<file path="src/rtl/swire_pkg.sv">
package swire_pkg;

  typedef enum logic [1:0] {
    PH_IDLE  = 2'd0,
    PH_START = 2'd1,
    PH_DATA  = 2'd2,
    PH_STOP  = 2'd3
  } phase_e;

  // strobes from control to datapath; all decoded from control registers
  typedef struct packed {
    logic txLoad;      // capture the offered byte
    logic txShift;     // advance to the next outgoing bit
    logic driveStart;  // start bit in progress
    logic driveData;   // data bits in progress
    logic rxShift;     // take a mid-bit sample into the receive shifter
    logic rxStopEnd;   // stop bit sample point
  } swCtl_t;

endpackage

</file>
<file path="src/rtl/swire_ctrl.sv">
module swire_ctrl
  import swire_pkg::*;
#(
  parameter int CLKS_PER_BIT = 16,
  parameter int DATA_BITS    = 8
) (
  input  logic   clk,
  input  logic   rstN,
  input  logic   txValid,
  input  logic   rxBit,
  output logic   txReady,
  output logic   rxBlank,
  output swCtl_t ctl
);

  localparam int TW   = $clog2(CLKS_PER_BIT);
  localparam int IW   = (DATA_BITS > 1) ? $clog2(DATA_BITS) : 1;
  localparam int HALF = CLKS_PER_BIT / 2;
  localparam logic [TW-1:0] BIT_LAST  = TW'(CLKS_PER_BIT - 1);
  localparam logic [TW-1:0] HALF_LAST = TW'(HALF - 1);
  localparam logic [IW-1:0] IDX_LAST  = IW'(DATA_BITS - 1);

  phase_e          txPh, rxPh;
  logic [TW-1:0]   txTmr, rxTmr, tailTmr;
  logic [IW-1:0]   txIdx, rxIdx;
  logic            tailOn;
  logic            txBitEnd, rxBitEnd;

  assign txBitEnd = (txTmr == BIT_LAST);
  assign rxBitEnd = (rxTmr == BIT_LAST);

  // transmit sequencing
  always_ff @(posedge clk or negedge rstN) begin
    if (!rstN) begin
      txPh  <= PH_IDLE;
      txTmr <= '0;
      txIdx <= '0;
    end else begin
      case (txPh)
        PH_IDLE: begin
          if (txValid) begin
            txPh  <= PH_START;
            txTmr <= '0;
          end
        end
        PH_START: begin
          if (txBitEnd) begin
            txPh  <= PH_DATA;
            txTmr <= '0;
            txIdx <= '0;
          end else begin
            txTmr <= txTmr + 1'b1;
          end
        end
        PH_DATA: begin
          if (txBitEnd) begin
            txTmr <= '0;
            if (txIdx == IDX_LAST) txPh <= PH_STOP;
            else                   txIdx <= txIdx + 1'b1;
          end else begin
            txTmr <= txTmr + 1'b1;
          end
        end
        default: begin
          if (txBitEnd) begin
            txPh  <= PH_IDLE;
            txTmr <= '0;
          end else begin
            txTmr <= txTmr + 1'b1;
          end
        end
      endcase
    end
  end

  // extra bit period of blanking while the pulled-up wire recovers
  always_ff @(posedge clk or negedge rstN) begin
    if (!rstN) begin
      tailOn  <= 1'b0;
      tailTmr <= '0;
    end else if (txPh == PH_STOP && txBitEnd) begin
      tailOn  <= 1'b1;
      tailTmr <= '0;
    end else if (tailOn) begin
      if (tailTmr == BIT_LAST) tailOn <= 1'b0;
      else                     tailTmr <= tailTmr + 1'b1;
    end
  end

  // receive sequencing
  always_ff @(posedge clk or negedge rstN) begin
    if (!rstN) begin
      rxPh  <= PH_IDLE;
      rxTmr <= '0;
      rxIdx <= '0;
    end else begin
      case (rxPh)
        PH_IDLE: begin
          if (!rxBit) begin
            rxPh  <= PH_START;
            rxTmr <= '0;
          end
        end
        PH_START: begin
          if (rxTmr == HALF_LAST) begin
            rxTmr <= '0;
            rxIdx <= '0;
            rxPh  <= rxBit ? PH_IDLE : PH_DATA;
          end else begin
            rxTmr <= rxTmr + 1'b1;
          end
        end
        PH_DATA: begin
          if (rxBitEnd) begin
            rxTmr <= '0;
            if (rxIdx == IDX_LAST) rxPh <= PH_STOP;
            else                   rxIdx <= rxIdx + 1'b1;
          end else begin
            rxTmr <= rxTmr + 1'b1;
          end
        end
        default: begin
          if (rxBitEnd) begin
            rxPh  <= PH_IDLE;
            rxTmr <= '0;
          end else begin
            rxTmr <= rxTmr + 1'b1;
          end
        end
      endcase
    end
  end

  assign txReady = (txPh == PH_IDLE);
  assign rxBlank = (txPh != PH_IDLE) || tailOn;

  always_comb begin
    ctl            = '0;
    ctl.txLoad     = (txPh == PH_IDLE) && txValid;
    ctl.txShift    = (txPh == PH_DATA) && txBitEnd;
    ctl.driveStart = (txPh == PH_START);
    ctl.driveData  = (txPh == PH_DATA);
    ctl.rxShift    = (rxPh == PH_DATA) && rxBitEnd;
    ctl.rxStopEnd  = (rxPh == PH_STOP) && rxBitEnd;
  end

endmodule

</file>
<file path="src/rtl/swire_dp.sv">
module swire_dp
  import swire_pkg::*;
#(
  parameter int DATA_BITS = 8,
  parameter bit BLANK_EN  = 1'b1
) (
  input  logic                 clk,
  input  logic                 rstN,
  input  swCtl_t               ctl,
  input  logic                 rxBlank,
  input  logic [DATA_BITS-1:0] txData,
  input  logic                 lineIn,
  output logic                 rxBit,
  output logic                 lineDriveLow,
  output logic                 rxValid,
  output logic [DATA_BITS-1:0] rxData,
  output logic                 rxFrameErr
);

  logic                 syncA, syncB;
  logic [DATA_BITS-1:0] txSh, rxSh;

  // two-stage synchronizer, idle-high after reset
  always_ff @(posedge clk or negedge rstN) begin
    if (!rstN) begin
      syncA <= 1'b1;
      syncB <= 1'b1;
    end else begin
      syncA <= lineIn;
      syncB <= syncA;
    end
  end

  generate
    if (BLANK_EN) begin : g_blank
      assign rxBit = rxBlank ? 1'b1 : syncB;
    end else begin : g_loop
      logic unusedBlank;
      assign unusedBlank = rxBlank;
      assign rxBit = syncB;
    end
  endgenerate

  always_ff @(posedge clk or negedge rstN) begin
    if (!rstN) begin
      txSh <= '0;
    end else if (ctl.txLoad) begin
      txSh <= txData;
    end else if (ctl.txShift) begin
      txSh <= {1'b0, txSh[DATA_BITS-1:1]};
    end
  end

  assign lineDriveLow = ctl.driveStart | (ctl.driveData & ~txSh[0]);

  always_ff @(posedge clk or negedge rstN) begin
    if (!rstN) begin
      rxSh       <= '0;
      rxData     <= '0;
      rxValid    <= 1'b0;
      rxFrameErr <= 1'b0;
    end else begin
      if (ctl.rxShift) rxSh <= {rxBit, rxSh[DATA_BITS-1:1]};
      if (ctl.rxStopEnd && rxBit) rxData <= rxSh;
      rxValid    <= ctl.rxStopEnd & rxBit;
      rxFrameErr <= ctl.rxStopEnd & ~rxBit;
    end
  end

endmodule

</file>
<file path="src/rtl/swire_xcvr.sv">
module swire_xcvr
  import swire_pkg::*;
#(
  parameter int CLKS_PER_BIT = 16,
  parameter int DATA_BITS    = 8,
  parameter bit BLANK_EN     = 1'b1
) (
  input  logic                 clk,
  input  logic                 rstN,
  input  logic                 txValid,
  input  logic [DATA_BITS-1:0] txData,
  output logic                 txReady,
  output logic                 rxValid,
  output logic [DATA_BITS-1:0] rxData,
  output logic                 rxFrameErr,
  output logic                 lineDriveLow,
  input  logic                 lineIn
);

  swCtl_t ctl;
  logic   rxBit;
  logic   rxBlank;

  swire_ctrl #(
    .CLKS_PER_BIT(CLKS_PER_BIT),
    .DATA_BITS   (DATA_BITS)
  ) u_ctrl (
    .clk    (clk),
    .rstN   (rstN),
    .txValid(txValid),
    .rxBit  (rxBit),
    .txReady(txReady),
    .rxBlank(rxBlank),
    .ctl    (ctl)
  );

  swire_dp #(
    .DATA_BITS(DATA_BITS),
    .BLANK_EN (BLANK_EN)
  ) u_dp (
    .clk         (clk),
    .rstN        (rstN),
    .ctl         (ctl),
    .rxBlank     (rxBlank),
    .txData      (txData),
    .lineIn      (lineIn),
    .rxBit       (rxBit),
    .lineDriveLow(lineDriveLow),
    .rxValid     (rxValid),
    .rxData      (rxData),
    .rxFrameErr  (rxFrameErr)
  );

endmodule

</file>
<file path="config.mk">
export PLATFORM = sky130hd
export DESIGN_NAME = swire_xcvr
export DESIGN_NICKNAME = d
export VERILOG_FILES = /design/src/rtl/swire_pkg.sv /design/src/rtl/swire_ctrl.sv /design/src/rtl/swire_dp.sv /design/src/rtl/swire_xcvr.sv
export SDC_FILE = /design/constraint.sdc
export NUM_CORES = 1
export LEC_CHECK = 0
export CAP_MARGIN = 0
export CELL_PAD_IN_SITES_DETAIL_PLACEMENT = 1
export CELL_PAD_IN_SITES_GLOBAL_PLACEMENT = 2
export CORE_MARGIN = 2
export CORE_UTILIZATION = 45
export DETAILED_ROUTE_END_ITERATION = 16
export DONT_BUFFER_PORTS = 1
export PLACE_DENSITY = 0.93
export SYNTH_ARGS = -nofsm -noshare
export SYNTH_HDL_FRONTEND = slang
export SYNTH_SLANG_ARGS = --single-unit
export TNS_END_PERCENT = 100
</file>
<file path="constraint.sdc">
create_clock -name clk -period 3.2 [get_ports clk]
set_input_delay 0.32 -clock clk [delete_from_list [all_inputs] [get_ports clk]]
set_output_delay 0.32 -clock clk [all_outputs]
set_load 0.05 [all_outputs]
</file>
; After elaboration in Yosys (flattened, before gate mapping)
; Index checks and enable logic that the tools add are counted.
[op_classes]
add_sub_neg = 5
n_eq_ne = 23
n_mux = 37
bitwise = 6
reduce_logical = 21
[ops]
columns = op, n
row1 = 2-to-1 mux 4 bit, 9
row2 = 2-to-1 mux 2 bit, 11
row3 = 2-to-1 mux 3 bit, 6
row4 = 2-to-1 mux 8 bit, 2
row5 = "inequality test 2 bit, second input constant", 7
row6 = "adder 4 x 1 -> 4 bit, second input constant", 3
row7 = "equality test 4 bit, second input constant", 3
row8 = case mux 2 bit (3 select lines), 2
row9 = case mux 3 bit (2 select lines), 2
row10 = nonzero test 2 bit, 6
row11 = AND reduction 5 bit, 2
row12 = "equality test 2 bit, second input constant", 4
row13 = "inequality test 2 x 1 -> 1 bit, second input constant", 4
row14 = case mux 4 bit (2 select lines), 1
row15 = AND reduction 4 bit, 2
row16 = "adder 3 x 1 -> 3 bit, second input constant", 2
row17 = "equality test 3 bit, second input constant", 2
row18 = logical AND 1 bit, 6
row19 = "equality test 2 x 1 -> 1 bit, second input constant", 2
row20 = "equality test 4 x 3 -> 1 bit, second input constant", 1
row21 = zero test 2 bit, 2
row22 = 2-to-1 mux 1 bit, 4
row23 = bitwise AND 1 bit, 3
row24 = nonzero test 3 bit, 1
row25 = 4 further kinds, 5
[totals]
regBits = 51
in_bits = 12
out_inout_bits = 12
word_cells = 107

; Longest topological paths before layout
; Gate-level depths: netlist of run 1.
[logic_depth]
word_depth = 6
depth_mapped = 7
mapped_depth_nobuf = 6

; Modules after synthesis
; From an unflattened synthesis of run 1, not the netlist that was laid out.
[unflattened]
hier_cells = 222
area_unflattened_um2 = 2431.1
[by_module_without_submodules]
columns = mod, instances, cells_per_inst, area_per_inst_um2, seq_area_each_um2
row1 = swire_ctrl, 1, 143, 1341.3, 575.6
row2 = swire_dp, 1, 79, 1089.8, 703.2

; Worst setup path after synthesis of run 1
; OpenSTA, ideal clock, no wires.
[synth_timing]
kind = register to register
start = reg u_ctrl.txPh[0]
end = reg u_ctrl.txPh[1]
t_arrival_ns = 1.931
required_time_ns = 3.075
setup_slack_ns = 1.144
stages_incl_launch_ff = 7
n_path_buf = 1
cell_sequence = dfrtp_1 inv_1 ha_1 buf_4 nor2b_1 a221oi_2 mux2_4
[synth_between]
elab_chain_cells = 3
elab_cells_between_ends = 10
classes_between = 6 x eq/ne / 1 x mux / 3 x reduce/logical
[synth_rtl]
columns = element, line_no
row1 = from (decl), swire_ctrl.sv:23  ; phase_e txPh, rxPh;
row2 = from (signal assigned), swire_ctrl.sv:35  ; txPh <= PH_IDLE;
row3 = from (signal assigned), swire_ctrl.sv:42  ; txPh <= PH_START;
row4 = from (signal assigned), swire_ctrl.sv:48  ; txPh <= PH_DATA;
row5 = zero test 2 bit *, -
row6 = named net txReady, swire_xcvr.sv:12  ; output logic txReady,
row7 = inequality test 2 bit (no line) / nonzero test 2 bit (equally long branches), -
row8 = AND reduction 5 bit (no line), -
; Mark *: on every way through the listed nets, which the timed path passes. The rest lies on a longest branch.
; A chain may end at the register's enable or synchronous reset.

; Final worst setup path of run 1
[layout_timing]
start = reg u_ctrl.txPh[0]
end = reg u_dp.txSh[6]
[layout_between]
elab_chain_cells = 3
elab_cells_between_ends = 6
classes_between = 1 x eq/ne / 1 x mux / 4 x reduce/logical
[layout_rtl]
columns = element, line_no
row1 = equality test 2 bit / zero test 2 bit (equally long branches), "swire_ctrl.sv:140, swire_ctrl.sv:139"
row2 = "logical AND 1 bit, on equally long branches", "swire_ctrl.sv:140, swire_ctrl.sv:139"
row3 = nonzero test 2 bit (no line) / 2-to-1 mux 8 bit (equally long branches), -
row4 = to (signal assigned), swire_dp.sv:48  ; txSh <= txData;
row5 = to (signal assigned), swire_dp.sv:50  ; txSh <= {1'b0, txSh[DATA_BITS-1:1]};
row6 = to (decl), swire_dp.sv:21  ; logic [DATA_BITS-1:0] txSh, rxSh;
; Several ways; a longest one is shown, not always the timed one.

==> key figures, run 1 <==
Run status
  – Status: completed

Cells and area
  – Share of layout cells above drive strength 1: 0.1773
  – # fillers: 551
  – P&R area growth vs syn: 9.170%
  – Final net count: 242
  – ANT cells: 0
  – Final instance area: about 0.0027 sq mm

Power
  – Power Total: approximately 2 mW
  – Combinational share of power: 0.310
  – Switching Fraction: 0.3669
  – Int Power: 1.260 mW
  – Share of power burned in registers: 0.465
  – VDD IR-drop max: between 0.3 and 0.4 mV
  – Pleak: 1.302 nW
  – Cell Pwr Density: 746.6 mW/mm^2
  – Clock share of power: 0.224
  – Net Switching: 0.7305 mW

Clock network
  – H-tree depth: 2
  – Setup bufs post-CTS: 0
  – Clk pin slew, worst setup/hold paths: around 0.090 ns
  – Resized cells post-CTS: 0
  – Clock Tree Buf Depth: 2
  – CTS sink cnt: 51
  – Worst-Skew Late Latency: 0.30 ns
  – Root Driver: clkbuf_8
  – Cts bufs inserted: 5
  – Number of hold buffers added after cts: 3
  – CTS tree: built

Synth
  – Gate Count Post-Synth: 215
  – Yosys reg bits: 51
  – Post-synth top cells: 49 x dfrtp_1, 23 x o21ai_0, 18 x nand2_1, 16 x mux2_2, 11 x ha_1
  – Largest cells by area after synthesis: dfrtp_1 50%, mux2_2 7.4%, ha_1 5.6%
  – Count leader, synth: dfrtp_1
  – Post-Syn Area: 0.002442 sq mm
  – Number of flops mapped to enable cells by yosys: 0
  – Net count of the mapped netlist: 238
  – Top_reg_cell synth: dfrtp_1
  – Ys async rst share: 1.000
  – Share of the yosys chip area belonging to registers: 0.5236
  – Yosys cell types: 42
  – Synth Area per Inst: 11.36 sq um
  – Top cell type's share of synthesized area: 0.5020
  – Area leader, netlist: dfrtp_1
  – Synth warn: 0

Drt
  – 1st-iter DRT viols: 74
  – DR vias: 1600
  – Post-route DRC violation count: 0
  – DR pass1 iterations: 4
  – Final wirelength: 4820 um
  – WL per Instance: 16.62 um
  – Vias/cell: 5.517
  – Post-DRT Antenna Nets: 0

GRT
  – Antenna violations before repair: 0
  – Total track usage: 0.1754
  – Vias in the first global route: 1757
  – Global route overflow: 0
  – Largest net degree at the start of global routing: 52
  – Global-route wire length before repair: 8418 um

Placement
  – Placer Congestion: ~0.74
  – DPL Wire Length: 3408 um
  – Placement Cell Area: 0.002504 sq mm
  – IO buf count: 0

STA
  – Fmax achieved: 489.0 MHz
  – Clock skew: 0.01127 ns
  – Slew Limit Fails: 0
  – Slew headroom: 0.5980
  – Tightest Pin Transition: 0.6029 ns
  – Hold slack: just under 0.2 ns
  – Final setup viols: 0
  – Final critical-path share of the clock period: 0.6390
  – Final hold violation count: 0
  – Post-route setup TNS: 0 ns
  – RSZ-0062 raised after global routing: no
  – Min cycle time layout: slightly above 2 ns

Floorplan
  – Die Area: 0.006033 sq mm
  – Core area: 0.005172 sq mm
  – # IOs: 24
  – Starting density of the core: 0.4722
  – Die extent in x: 77.67 um
  – Chip Height: 77.67 um
  – Row Count: 26

Setup path
  – CP Class: reg -> reg
  – Worst path required time: 3.35 ns
  – Crit Path Max Fanout: 15
  – Startpoint types: flip-flop
  – Critical path arrival: 2.20 ns
  – CP Capture Type: flip-flop

Hold path
  – Worst hold path type: in -> reg

Run
  – Max-cap viol count: 0
cells by family after synthesis:
family,share of synthesized area
buf+inv,0.02459
simple gates,0.1347
xor+xnor,0.01435
compound gates,0.1378
flops,0.5236
fa+ha+maj,0.05635
mux,0.1086
state kept, by name, indices dropped and copies added (netlist names), 3 cells and up:
register / flops
u_ctrl.txIdx: 3
u_ctrl.tailTmr: 4
u_dp.txSh: 8
u_ctrl.rxTmr: 4
u_dp.rxData: 8
u_ctrl.txTmr: 4
u_dp.rxSh: 8
u_ctrl.rxIdx: 3
worst max-delay path: stages, from the launching register on:
cell and delay, ns:
dfrtp_1 0.40, inv_1 0.09, ha_1 0.36, nand2_2 0.29, a21boi_2 0.54, o21ai_0 0.22
placed cells by master, fill, tap and decap left out, types with 2 or more instances in the layout:
cell type,netlist,final
inv_1,7,7
nand2_1,18,18
mux2i_1,7,7
mux2_2,16,16
nor2b_1,2,2
a31oi_1,2,2
nand3_1,9,9
a21oi_1,3,3
dlygate4sd3_1,0,2
xor2_1,3,3
nand2_2,2,2
nor3_1,4,4
and3_1,4,4
o31ai_1,2,2
dfrtp_1,49,49
ha_1,11,11
a21o_1,3,3
o21ai_0,23,23
nor2_1,10,10
clkbuf_8,0,5
dfstp_2,2,2
nand2b_1,3,3
a22o_1,9,9
a22oi_1,2,2
through the flow:
step,util,cells,setup WS [ns]
floorplan,-,215,1.144
global placement,0.4840,279,1.312
detailed placement,0.4840,279,1.204
CTS,0.5155,290,1.168
global route,0.5155,290,0.9207
finish,0.5155,290,1.155
final timing paths:
path / from / endpoint / slack, ns / cells past startpoint
worst max-delay path: u_ctrl.txPh[0] / u_dp.txSh[6] / 1.16 / 5
worst min-delay path: txValid / u_dp.txSh[7] / 0.20 / 1
worst max register to register: u_ctrl.txPh[0] / u_dp.txSh[6] / 1.16 / 5
worst min register to register: u_dp.syncA / u_dp.syncB / 0.37 / 0
max in group asynchronous: rstN / u_dp.syncA / 2.39 / 2
min in group asynchronous: rstN / u_dp.txSh[4] / 0.54 / 2
power by group through the flow:
stage          Combinational [mW]  Sequential, mW  Clock [mW]
6_report                    0.617           0.927       0.447
3_3_place_gp                0.570           0.932           0
2_1_floorplan               0.548           0.858           0
5_1_grt                     0.706           0.952       0.482
4_1_cts                     0.625           0.925       0.462
3_5_place_dp                0.603           0.938           0
metal layers:
metal | GRT usage | share of wire | up-vias
li1 | - | - | 779
met5 | 0 | 0 | -
met4 | 0.05357 | 0.0095 | 0
met2 | 0.2983 | 0.50 | 27
met1 | 0.2234 | 0.45 | 789
met3 | 0.03837 | 0.037 | 5
cell type report:
class | count | area [sq um] | area share
clock buffers | 5 | 68.82 | 0.02581
clock inverters | 3 | 46.29 | 0.01736
inverters | 7 | 26.28 | 0.009855
multi-input cells | 150 | 1104 | 0.4139
flip-flops and latches | 51 | 1279 | 0.4796
well taps | 70 | 87.58 | 0.03285
repair buffers | 4 | 55.05 | 0.02065
No activity file was read; power rests on OpenSTA's default activity.
==> run 2, diff against run 1 <==
--- a/config.mk
+++ b/config.mk
@@ -5,14 +5,15 @@
 export SDC_FILE = /design/constraint.sdc
 export NUM_CORES = 1
 export LEC_CHECK = 0
+export ABC_AREA = 1
 export CAP_MARGIN = 0
 export CELL_PAD_IN_SITES_DETAIL_PLACEMENT = 1
 export CELL_PAD_IN_SITES_GLOBAL_PLACEMENT = 2
 export CORE_MARGIN = 2
-export CORE_UTILIZATION = 45
+export CORE_UTILIZATION = 38
 export DETAILED_ROUTE_END_ITERATION = 16
 export DONT_BUFFER_PORTS = 1
-export PLACE_DENSITY = 0.93
+export PLACE_DENSITY = 0.89
 export SYNTH_ARGS = -nofsm -noshare
 export SYNTH_HDL_FRONTEND = slang
 export SYNTH_SLANG_ARGS = --single-unit
==> constraint.sdc (replaced) <==
create_clock -name clk -period 1.95 [get_ports clk]
set_input_delay 0.195 -clock clk [delete_from_list [all_inputs] [get_ports clk]]
set_output_delay 0.195 -clock clk [all_outputs]
set_load 0.05 [all_outputs]
==> run 2 against run 1 <==
Sequential power is 75% higher. Synthesized area is 0.82% lower. Synthesized cell count is 35% higher. Clock-buffer cell count stayed put. Sequential share of layout area stayed put. Highest routed layer unchanged.
==> key figures, run 2 <==
Floorplan
  – Die Area: 0.007029 sq mm (+17%)
  – Row Count: 29 (+12%)
  – Die extent in x: 83.84 um (+7.9%)
  – Starting density of the core: 0.3881 (-0.08405)
  – # IOs: 24 (unchanged)
  – Chip Height: 83.84 um (+7.9%)
  – Core area: 0.006241 sq mm (+21%)

Synth
  – Net count of the mapped netlist: 313 (+32%)
  – Number of flops mapped to enable cells by yosys: 0 (unchanged)
  – Largest cells by area after synthesis: dfrtp_1 51%, nand2_1 18%, ha_1 5.7%
  – Yosys reg bits: 51 (unchanged)
  – Synth warn: 0 (unchanged)
  – Yosys cell types: 24 (-43%)
  – Share of the yosys chip area belonging to registers: 0.5279 (+0.004327)
  – Post-synth top cells: 115 x nand2_1, 49 x dfrtp_1, 27 x inv_1, 22 x nand3_1, 22 x o21ai_0
  – Gate Count Post-Synth: 290 (+35%)
  – Post-Syn Area: 0.002422 sq mm (-0.82%)
  – Ys async rst share: 1.000 (unchanged)
  – Count leader, synth: nand2_1
  – Synth Area per Inst: 8.353 sq um (-26%)
  – Top_reg_cell synth: dfrtp_1
  – Top cell type's share of synthesized area: 0.5062 (+0.004149)
  – Area leader, netlist: dfrtp_1

Setup path
  – CP max-delay cell: dfrtp_1
  – Startpoint types: flip-flop
  – Worst path required time: 2.16 ns (-1.19 ns)
  – Crit-path max cell delay: 0.42 ns (-0.12 ns)
  – Critical path arrival: 1.90 ns (-0.30 ns)
  – CP top delay family: simple AND/OR/NAND/NOR gates
  – CP Capture Type: flip-flop
  – Worst-path cell chain: inv_1 > ha_1 > nand2_1 > clkinv_1 > nand2_1 > nand2_1 > nand2_1 > nand2_1
  – Most frequent CP cell: nand2_1
  – Buf+Inv Stages, Crit Path: 2 (+1)
  – Crit Path Max Fanout: 9 (-6)
  – CP Class: reg -> reg

STA
  – Clock skew: 0.01147 ns (+0.0002050 ns)
  – Fmax achieved: 590.9 MHz (+21%)
  – Final critical-path share of the clock period: 0.8679 (+0.2289)
  – Final setup viols: 0 (unchanged)
  – Post-route setup TNS: 0 ns (unchanged)
  – Slew Limit Fails: 0 (unchanged)
  – Final hold violation count: 0 (unchanged)
  – Tightest Pin Transition: 0.4826 ns (-0.1203 ns)
  – Min cycle time layout: 1.692 ns (-0.3524 ns)
  – Hold slack: 0.02029 ns (-0.1760 ns)
  – RSZ-0062 raised after global routing: no
  – Slew headroom: 0.6782 (+0.08020)
  – Worst Setup Slack, final: 0.2575 ns (-0.8976 ns)

GRT
  – Antenna violations before repair: 0 (unchanged)
  – Vias in the first global route: 1992 (+13%)
  – Global route overflow: 0 (unchanged)
  – Total track usage: 0.1523 (-0.02310)
  – Global-route wire length before repair: 8887 um (+5.6%)
  – Largest net degree at the start of global routing: 52 (unchanged)

Cells and area
  – Largest registers: u_dp.rxData (8), u_dp.rxSh (8), u_dp.txSh (8)
  – Commonest non-fill, non-tap cell in the layout: nand2_1
  – Commonest non-fill, non-tap cells in the layout: 115 x nand2_1, 49 x dfrtp_1, 27 x inv_1, 22 x nand3_1, 21 x o21ai_0
  – Final net count: 324 (+34%)
  – # fillers: 760 (+38%)
  – Share of layout cells above drive strength 1: 0.08278 (-0.09449)
  – P&R area growth vs syn: 10.07%
  – Final instance area: 0.002666 sq mm (unchanged)
  – ANT cells: 0 (unchanged)

Placement
  – IO buf count: 0 (unchanged)
  – Placer Congestion: 0.7501 (+1.4%)
  – DPL Wire Length: 3464 um (+1.6%)
  – Placement Cell Area: 0.002521 sq mm (+0.70%)
  – Post-place setup slack: 0.2731 ns (-0.9311 ns)

Power
  – Pleak: 1.422 nW (+9.2%)
  – VDD IR-drop max: 0.4239 mV (+6.2%)
  – Cell Pwr Density: 1353 mW/mm^2 (+81%)

Drt
  – 1st-iter DRT viols: 96 (+30%)
  – DR pass1 iterations: 4 (unchanged)
  – Post-route DRC violation count: 0 (unchanged)
  – Final wirelength: 4927 um (+2.2%)
  – Post-DRT Antenna Nets: 0 (unchanged)
  – WL per Instance: 13.00 um (-22%)
  – Vias/cell: 4.971 (-9.9%)
  – DR vias: 1884 (+18%)

Run status
  – Status: completed

Hold path
  – Worst hold path type: in -> reg

Clock network
  – Clk pin slew, worst setup/hold paths: 0.10 ns (about the same)
  – Cts bufs inserted: 5 (unchanged)
  – Resized cells post-CTS: 0 (unchanged)
  – H-tree depth: 2 (unchanged)
  – Setup bufs post-CTS: 0 (unchanged)
  – Number of hold buffers added after cts: 3 (unchanged)
  – CTS tree: built
  – Clock Tree Buf Depth: 2 (unchanged)
  – Worst-Skew Late Latency: 0.31 ns (about the same)
  – Root Driver: clkbuf_8
  – CTS sink cnt: 51 (unchanged)

Run
  – Max-cap viol count: 0 (unchanged)
## run 2: cell types whose count changed in the layout (fill, tap and decap cells not counted), sizes merged, moves of 5 or more
cell	delta
nor3	-5
nand3	+14
mux2i	-7
inv	+21
nor2	+10
nand2	+96
mux2	-17
a22o	-8
and3	-5
## run 2: stage by stage
stage,utilization,std cells,power (mW)
6_report,0.4272,379,3.608
4_1_cts,0.4272,379,3.660
3_3_place_gp,0.4040,368,2.892
3_5_place_dp,0.4040,368,2.948
2_1_floorplan,-,290,2.604
5_1_grt,0.4272,379,3.950
## run 2: area by class of cell
class / instances / area, sq um / share of cell area
Multi-Input combinational cell: 207 / 1007 / 0.3778
Timing Repair Buffer: 7 / 77.57 / 0.02909
Sequential cell: 51 / 1279 / 0.4796
Clock inverter: 3 / 28.78 / 0.01079
Inverter: 29 / 108.9 / 0.04083
Tap cell: 77 / 96.34 / 0.03613
Clock buffer: 5 / 68.82 / 0.02581
## run 2: where the power goes
group          total, mW  internal (mW)  switching [mW]
clock              0.670          0.267           0.403
combinational       1.32          0.453           0.869
sequential          1.62           1.35           0.269
## run 2: final timing paths
kind | startpoint | end | slack (ns) | cells past startpoint
min reg2reg | u_dp.syncA | u_dp.syncB | 0.38 | 0
min in group asynchronous | rstN | u_ctrl.rxTmr[1] | 0.40 | 2
max | u_ctrl.txPh[1] | u_dp.txSh[3] | 0.26 | 8
max reg2reg | u_ctrl.txPh[1] | u_dp.txSh[3] | 0.26 | 8
max in group asynchronous | rstN | u_dp.syncB | 1.27 | 2
min | txData[7] | u_dp.txSh[7] | 0.02 | 2
## run 2: cell families after synthesis
family                   Yosys count  synth area share
AND/OR/NAND/NOR                  162            0.2800
flip-flops                        51            0.5279
AO/OA/AOI/OAI                     33           0.07542
buffers and inverters             32           0.05630
adder cells (fa/ha/maj)           11           0.05682
XOR/XNOR                           1          0.003616
## run 2: per-layer routing
layer,vias to the layer above,track usage,wire length (um)
met4,0,0.03959,42
met5,-,0,0
met2,25,0.2596,2397
met3,4,0.03066,134
li1,938,-,-
met1,917,0.1982,2354
==> run 3, diff against run 2 <==
--- a/config.mk
+++ b/config.mk
@@ -13,7 +13,7 @@
 export CORE_UTILIZATION = 38
 export DETAILED_ROUTE_END_ITERATION = 16
 export DONT_BUFFER_PORTS = 1
-export PLACE_DENSITY = 0.89
+export PLACE_DENSITY_LB_ADDON = 0.1
 export SYNTH_ARGS = -nofsm -noshare
 export SYNTH_HDL_FRONTEND = slang
 export SYNTH_SLANG_ARGS = --single-unit
==> run 3 against run 2 <==
Via count decreased by 3.8%. Critical path type is now reg -> out. Largest power group unchanged. Total power decreased by 2.7%. Non-clock buffer count unchanged. Largest cell class unchanged.
==> key figures, run 3 (synthesis gave the netlist of run 2 again) <==
GRT
  – Largest net degree at the start of global routing: 52 (unchanged)
  – Total track usage: 0.1520 (-0.0002916)
  – Vias in the first global route: 1953 (-2.0%)
  – Antenna violations before repair: 0 (unchanged)
  – Global route overflow: 0 (unchanged)
  – Global-route wire length before repair: 8687 um (-2.3%)

Placement
  – Placement Cell Area: 0.002521 sq mm (unchanged)
  – Post-place setup slack: 0.2787 ns (+0.005622 ns)
  – DPL Wire Length: 3424 um (-1.2%)
  – Placer Congestion: 0.6935 (-7.5%)
  – IO buf count: 0 (unchanged)

STA
  – Tightest Pin Transition: 0.4732 ns (-0.009480 ns)
  – Worst Setup Slack, final: 0.2695 ns (+0.01194 ns)
  – Slew headroom: 0.6846 (+0.006319)
  – Fmax achieved: 595.0 MHz (+0.71%)
  – Slew Limit Fails: 0 (unchanged)
  – Clock skew: 0.003657 ns (-0.007813 ns)
  – RSZ-0062 raised after global routing: no
  – Post-route setup TNS: 0 ns (unchanged)
  – Final setup viols: 0 (unchanged)
  – Min cycle time layout: 1.681 ns (-0.01194 ns)
  – Final hold violation count: 0 (unchanged)
  – Final critical-path share of the clock period: 0.8618 (-0.006122)
  – Hold slack: 0.02698 ns (+0.006684 ns)

Setup path
  – Worst path required time: 1.75 ns (-0.41 ns)
  – Critical path arrival: 1.49 ns (-0.41 ns)
  – Reg2reg setup slack: 0.27 ns (about the same)
  – CP Capture Type: output port
  – CP Class: reg -> out
  – Crit Path Max Fanout: 5 (-4)
  – Startpoint types: flip-flop

Cells and area
  – Share of layout cells above drive strength 1: 0.08278 (unchanged)
  – Commonest non-fill, non-tap cell in the layout: nand2_1
  – Commonest non-fill, non-tap cells in the layout: 115 x nand2_1, 49 x dfrtp_1, 27 x inv_1, 22 x nand3_1, 21 x o21ai_0
  – ANT cells: 0 (unchanged)
  – Final instance area: 0.002653 sq mm (-0.52%)
  – P&R area growth vs syn: 9.504%
  – Final net count: 324 (unchanged)
  – Largest registers: u_dp.rxData (8), u_dp.rxSh (8), u_dp.txSh (8)

Clock network
  – CTS tree: built
  – Resized cells post-CTS: 0 (unchanged)
  – Root Driver: clkbuf_8
  – H-tree depth: 2 (unchanged)
  – CTS sink cnt: 51 (unchanged)
  – Cts bufs inserted: 5 (unchanged)
  – Clk pin slew, worst setup/hold paths: 0.09 ns (about the same)
  – Clock Tree Buf Depth: 2 (unchanged)
  – Setup bufs post-CTS: 0 (unchanged)
  – Number of hold buffers added after cts: 3 (unchanged)
  – Worst-Skew Late Latency: 0.29 ns (-0.02 ns)

Drt
  – Post-DRT Antenna Nets: 0 (unchanged)
  – 1st-iter DRT viols: 59 (-39%)
  – DR pass1 iterations: 4 (unchanged)
  – Final wirelength: 4736 um (-3.9%)
  – Vias/cell: 4.781 (-3.8%)
  – WL per Instance: 12.50 um (-3.9%)
  – Post-route DRC violation count: 0 (unchanged)
  – DR vias: 1812 (-3.8%)

Floorplan
  – Die extent in x: 83.84 um (unchanged)
  – # IOs: 24 (unchanged)
  – Row Count: 29 (unchanged)
  – Core area: 0.006241 sq mm (unchanged)
  – Die Area: 0.007029 sq mm (unchanged)
  – Starting density of the core: 0.3881 (unchanged)
  – Chip Height: 83.84 um (unchanged)

Power
  – Share of power burned in registers: 0.458 (+0.010)
  – Clock share of power: 0.165 (-0.021)
  – Int Power: 2.047 mW (-0.98%)
  – Cell Pwr Density: 1323 mW/mm^2 (-2.2%)
  – Combinational share of power: 0.377 (+0.011)
  – Switching Fraction: 0.4169 (-0.01012)
  – Net Switching: 1.463 mW (-5.0%)
  – Pleak: 1.419 nW (-0.18%)
  – VDD IR-drop max: 0.4656 mV (+9.8%)

Hold path
  – Worst hold path type: in -> reg

Run status
  – Status: completed

Run
  – Max-cap viol count: 0 (unchanged)
==> run 3: cell count changes in the layout (fill, tap and decap cells not counted), sizes merged <==
cell    delta
clkinv     +1
inv        -1
==> run 3: per-layer routing <==
layer  global-route usage  wire length [um]  vias to the layer above
li1                     -                 -                      934
met1               0.1962              2368                      863
met2               0.2567              2265                       15
met3              0.03956               102                        0
met4              0.03519                 0                        0
met5                    0                 0                        -
==> run 3: area by class of cell <==
class	count	area (sq um)
clock buffers	5	68.82
fillers	772	3588
repair buffers	7	77.57
clock inverters	3	15.01
multi-input cells	207	1007
flip-flops and latches	51	1279
inverters	29	108.9
well taps	77	96.34
==> run 3: per-stage QoR <==
stage / cells / power [mW] / util
after global placement: 368 / 2.918 / 0.4040
after CTS: 379 / 3.584 / 0.4250
after detailed placement: 368 / 2.950 / 0.4040
final: 379 / 3.510 / 0.4250
after global routing: 379 / 3.909 / 0.4250
after floorplan: 290 / 2.604 / -
==> run 3: power groups by stage <==
stage / registers [mW] / clock network, mW / logic, mW
3_3_place_gp: 1.63 / 0 / 1.29
6_report: 1.61 / 0.579 / 1.32
2_1_floorplan: 1.57 / 0 / 1.04
5_1_grt: 1.66 / 0.657 / 1.59
4_1_cts: 1.61 / 0.618 / 1.36
3_5_place_dp: 1.63 / 0 / 1.32
==> run 3: worst max-delay path, cell delays in order, from the launching register on <==
cell     delay (ns)
dfrtp_1        0.43
inv_1          0.10
ha_1           0.20
inv_1          0.12
o21ai_1        0.13
buf_4          0.21
==> run 3: worst paths after layout <==
kind	depth (start not counted)	start	endpoint
max in group asynchronous	2	rstN	u_dp.syncB
worst max register to register	8	u_ctrl.txPh[0]	u_dp.txSh[6]
worst max-delay path	5	u_ctrl.txPh[0]	lineDriveLow
min in group asynchronous	2	rstN	u_ctrl.tailTmr[3]
worst min register to register	0	u_dp.syncA	u_dp.syncB
worst min-delay path	2	txData[7]	u_dp.txSh[7]
